[config.mk]
export PLATFORM = sky130hd
export DESIGN_NAME = lane_parity_unit
export DESIGN_NICKNAME = d
export VERILOG_FILES = /design/src/rtl/lane_parity_pkg.sv /design/src/rtl/lane_parity_dp.sv /design/src/rtl/lane_parity_ctl.sv /design/src/rtl/lane_parity_unit.sv
export SDC_FILE = /design/constraint.sdc
export NUM_CORES = 1
export LEC_CHECK = 0
export ABC_AREA = 1
export BUFFER_PORTS_ARGS = -buffer_cell sky130_fd_sc_hd__buf_2
export CAP_MARGIN = 20
export CORE_ASPECT_RATIO = 1.25
export CORE_MARGIN = 3
export CORE_UTILIZATION = 45
export CTS_BUF_LIST = sky130_fd_sc_hd__clkbuf_16
export CTS_CLUSTER_SIZE = 24
export DETAILED_ROUTE_END_ITERATION = 10
export PLACE_DENSITY = 0.87
export SYNTH_ARGS = -nofsm -noshare
export SYNTH_HDL_FRONTEND = slang
export SYNTH_HIERARCHICAL = 1
export SYNTH_SLANG_ARGS = --single-unit
[constraint.sdc]
create_clock -name clk -period 3.3 [get_ports clk]
set_input_delay 0.66 -clock clk [delete_from_list [all_inputs] [get_ports clk]]
set_output_delay 0.66 -clock clk [all_outputs]
set_load 0.005 [all_outputs]
[src/rtl/lane_parity_pkg.sv]
package lane_parity_pkg;
  // Strobes from control to datapath for the error record.
  typedef struct packed {
    logic capture;   // load address and lane mask
    logic clear;     // zero the record
  } ctlStrb_t;
endpackage

[src/rtl/lane_parity_dp.sv]
module lane_parity_dp
  import lane_parity_pkg::*;
#(
  parameter int DATA_W = 64,
  parameter int LANE_W = 8,
  parameter int ADDR_W = 32,
  localparam int LANES = DATA_W / LANE_W
) (
  input  logic              clk,
  input  logic              rstN,
  input  logic [DATA_W-1:0] wrData,
  output logic [LANES-1:0]  wrPar,
  input  logic [DATA_W-1:0] rdData,
  input  logic [LANES-1:0]  rdPar,
  input  logic [ADDR_W-1:0] cycAddr,
  input  ctlStrb_t          strb,
  output logic              anyBad,
  output logic [ADDR_W-1:0] errAddr,
  output logic [LANES-1:0]  errLanes
);
  logic [LANES-1:0] laneBad;

  // One parity tree per lane for each direction.
  for (genvar g = 0; g < LANES; g++) begin : gLane
    assign wrPar[g]   = ^wrData[g*LANE_W +: LANE_W];
    assign laneBad[g] = ^{rdData[g*LANE_W +: LANE_W], rdPar[g]};
  end

  assign anyBad = |laneBad;

  always_ff @(posedge clk or negedge rstN) begin
    if (!rstN) begin
      errAddr  <= '0;
      errLanes <= '0;
    end else if (strb.capture) begin
      errAddr  <= cycAddr;
      errLanes <= laneBad;
    end else if (strb.clear) begin
      errAddr  <= '0;
      errLanes <= '0;
    end
  end
endmodule

[src/rtl/lane_parity_ctl.sv]
module lane_parity_ctl
  import lane_parity_pkg::*;
(
  input  logic     clk,
  input  logic     rstN,
  input  logic     dataRdy,
  input  logic     isRead,
  input  logic     parEn,
  input  logic     clrErr,
  input  logic     anyBad,
  output ctlStrb_t strb,
  output logic     parErr,
  output logic     trapReq,
  output logic     errValid
);
  logic rdBeat;
  logic hit;

  assign rdBeat       = dataRdy & isRead;
  assign hit          = rdBeat & anyBad;
  // A clear on the same edge frees the record for the new capture.
  assign strb.capture = hit & parEn & (~errValid | clrErr);
  assign strb.clear   = clrErr & ~strb.capture;

  always_ff @(posedge clk or negedge rstN) begin
    if (!rstN) begin
      parErr   <= 1'b0;
      trapReq  <= 1'b0;
      errValid <= 1'b0;
    end else begin
      parErr  <= hit;
      trapReq <= hit & parEn;
      if (strb.capture)    errValid <= 1'b1;
      else if (strb.clear) errValid <= 1'b0;
    end
  end
endmodule

[src/rtl/lane_parity_unit.sv]
module lane_parity_unit
  import lane_parity_pkg::*;
#(
  parameter int DATA_W = 64,
  parameter int LANE_W = 8,
  parameter int ADDR_W = 32,
  localparam int LANES = DATA_W / LANE_W
) (
  input  logic              clk,
  input  logic              rstN,
  input  logic [DATA_W-1:0] wrData,
  output logic [LANES-1:0]  wrPar,
  input  logic [DATA_W-1:0] rdData,
  input  logic [LANES-1:0]  rdPar,
  input  logic              dataRdy,
  input  logic              isRead,
  input  logic              parEn,
  input  logic [ADDR_W-1:0] cycAddr,
  input  logic              clrErr,
  output logic              parErr,
  output logic              trapReq,
  output logic              errValid,
  output logic [ADDR_W-1:0] errAddr,
  output logic [LANES-1:0]  errLanes
);
  ctlStrb_t strb;
  logic     anyBad;

  lane_parity_dp #(.DATA_W(DATA_W), .LANE_W(LANE_W), .ADDR_W(ADDR_W)) u_dp (
    .clk(clk), .rstN(rstN), .wrData(wrData), .wrPar(wrPar),
    .rdData(rdData), .rdPar(rdPar), .cycAddr(cycAddr), .strb(strb),
    .anyBad(anyBad), .errAddr(errAddr), .errLanes(errLanes)
  );

  lane_parity_ctl u_ctl (
    .clk(clk), .rstN(rstN), .dataRdy(dataRdy), .isRead(isRead),
    .parEn(parEn), .clrErr(clrErr), .anyBad(anyBad), .strb(strb),
    .parErr(parErr), .trapReq(trapReq), .errValid(errValid)
  );
endmodule

==> metrics.cfg <==
[outcome]
outcome = finished, final reports clean

[sta]
worst_pin_slew_ns = 0.921
setup_violations = 0
worst_slack_ns = 1.01
period_share_pct = 69.3
fmax_mhz = 437
drv_slew = 0
min_period_ns = 2.29
hold_slack_ns = 0.514
hold_violations = 0
rsz0062_at_grt = no
fin_skew_ns = 0.00369
tns_ns = 0
slew_headroom_pct = 38.6

[power_and_ir_drop]
powerDensity_mw_per_mm2 = 360
leakage_nw = 2.62
intPower_mw = 1.12
p_sw_share_pct = 30.4
p_sw_uw = 491
seqPwrFrac_pct = 36.1
total_power_mw = 1.61
ir_drop_uv = 294
power.share.combinational_pct = 35.3
clkPwrFrac_pct = 28.5

[clock_tree]
cts_resized = 0
root_buffer = clkbuf_16
hold_buffers = 0
numCtsBuffers = 5
htreeDepth = 2
cts.clk_slew.worst_paths_ns = 0.06
cts_tree = done
insertion_delay_ns = 0.28
cts_setup_buffers = 0
clock_sinks = 43
clockBufferDepth = 2

[worst_setup_path]
worstPathArrival_ns = 2.43
crit_start = rdData[12]
timing.rr.start = u_ctl/errValid
crit_type = input port to flip-flop
end_kind = flip-flop
crit_end = u_dp/errLanes[2]
worstReg2RegEnd = u_dp/errLanes[2]
rrSetupSlack_ns = 1.85
start_kind = input port
crit_fanout = 40
cp.required_ns = 3.44
reg2regPathDepth = 5

[synth]
ys_seq_elements = 43
syn_inst = 438
yosysUniqueCellTypes = 17
synth_top_area_cell = dfrtp_1
synth.area.top_cells = dfrtp_1 34%, xnor2_1 19%, nand2_1 16%
yosysSeqAreaShare_pct = 34.1
syn_avg_cell_area_um2 = 7.21
synth_top_area_share_pct = 34.1
synth_area_mm2 = 0.00316
yosys_warnings = 6
syn_nets = 612

[place]
dp_cells = 742
pre_cts_ws_ns = 0.747
place_hpwl_um = 7550
gp_congestion = 0.836
io_buffers = 224

[route]
detail_route.iter0.violations = 102
vias = 3446
post_drt_wl_per_cell_um = 11.8
ant_nets = 0
viasPerCell = 4.59
dr.pass1.iters = 4
drt_wl_total_um = 8840
drc_errors = 0

[die]
rows = 33
start_util_pct = 47.2
die_h_um = 99.7
io-pin-count = 225
die_area_mm2 = 0.00807
core_area_mm2 = 0.00669
die-width_um = 80.9

[global_route]
grt_max_degree = 44
grt_first_pass_wirelength_um = 14100
grt_pass1_vias = 3386
grt_usage_pct = 22.0
antenna_found_initial = 0
grt_remaining_overflow = 0

[cells_and_area]
most-common-layout-cells = 224 x buf_2, 135 x nand2_1, 89 x inv_1, 67 x xnor2_1, 43 x dfrtp_1
insertedDiodeCount = 0
drive_above_1_share_pct = 35.6
fin_cells = 750
finalNetCount = 836
area_delta_synth_final_pct = 41.8
final_common_cell = buf_2
fillerInstances = 587

[min_path]
hold_path.class = input port to async pin

[flow_run]
drv_cap = 0

-- metal layers --
layer  share of wire [%]  routed length [um]  up-vias  GRT usage (%)
li1                    -                   -     1751              -
met1                  35                3090     1536           22.9
met2                  55                4820      143           42.8
met3                 8.7                 768       16           4.44
met4                 1.7                 151        0           6.63
met5                   0                   0        -              0
-- per-stage QoR --
step / area [um2] / util (%)
floorplan: 3160 / -
global placement: 4340 / 64.9
detailed placement: 4340 / 64.9
CTS: 4480 / 67.0
global route: 4480 / 67.0
finish: 4480 / 67.0
-- logic make-up (layout without fill, tap and decap cells) --
| kind of cell | Yosys count | after routing | synth area share, % |
|---|---|---|---|
| xor gates and xnor gates | 92 | 92 | 25.5 |
| and+or+nand+nor | 167 | 167 | 21.4 |
| AOI/OAI and AO/OA | 40 | 40 | 6.65 |
| DFF | 43 | 43 | 34.1 |
| buffers and inverters | 96 | 321 | 12.4 |
-- power groups by stage --
stage / Combinational (mW) / Sequential (mW) / Clock, mW
detailed placement: 0.572 / 0.593 / 0
floorplan: 0.314 / 0.595 / 0
global placement: 0.547 / 0.591 / 0
CTS: 0.575 / 0.584 / 0.471
finish: 0.570 / 0.583 / 0.460
global route: 0.642 / 0.587 / 0.500
-- cells in the mapped netlist --
library cell and n:
inv_1 88, buf_6 4, o21ai_1 32, nor2_2 1, nand2_1 135, or2_4 1, clkbuf_1 3, dfrtp_1 43
nor2_1 4, xor2_1 25, buf_2 1, nand3_2 1, o22ai_1 8, nand3_1 23, nand4_1 1, nand3b_1 1
xnor2_1 67
-- critical path: stages --
cell and delay (ns):
buf_2 0.11, xnor2_1 0.19, nand2_1 0.09, nand2_1 0.10, inv_1 0.04, nand2_1 0.05, nand2_1 0.07, nand2_1 0.07
nor2_1 0.04, nand2_1 0.09, nand4_1 0.15, nor2_2 0.16, or2_4 0.43, o22ai_1 0.16
-- layout make-up --
class,instances,area (um2),area share [%]
Multi-Input combinational cell,299,1690,37.8
Timing Repair Buffer,225,1130,25.2
Inverter,88,330,7.37
Clock buffer,5,125,2.79
Clock inverter,3,16.3,0.363
Sequential cell,43,1080,24.0
Tap cell,87,109,2.43
-- state kept, by name, summed over array words and instances, names as in the netlist --
signal          count
u_ctl/errValid      1
u_ctl/parErr        1
u_ctl/trapReq       1
u_dp/errAddr       32
u_dp/errLanes       8
-- how the worst min path moves through the flow --
stage,to,from,slack (ns)
final,u_dp/errAddr[21],rstN,0.51
after global routing,u_dp/errAddr[29],u_dp/errAddr[29],0.54
after CTS,u_dp/errAddr[26],u_dp/errAddr[26],0.53
after detailed placement,u_dp/errAddr[26],u_dp/errAddr[26],0.51
after global placement,u_dp/errAddr[4],u_dp/errAddr[4],0.51
after floorplan,u_ctl/errValid,rstN,0.36
(Power assumes the default switching activity.)
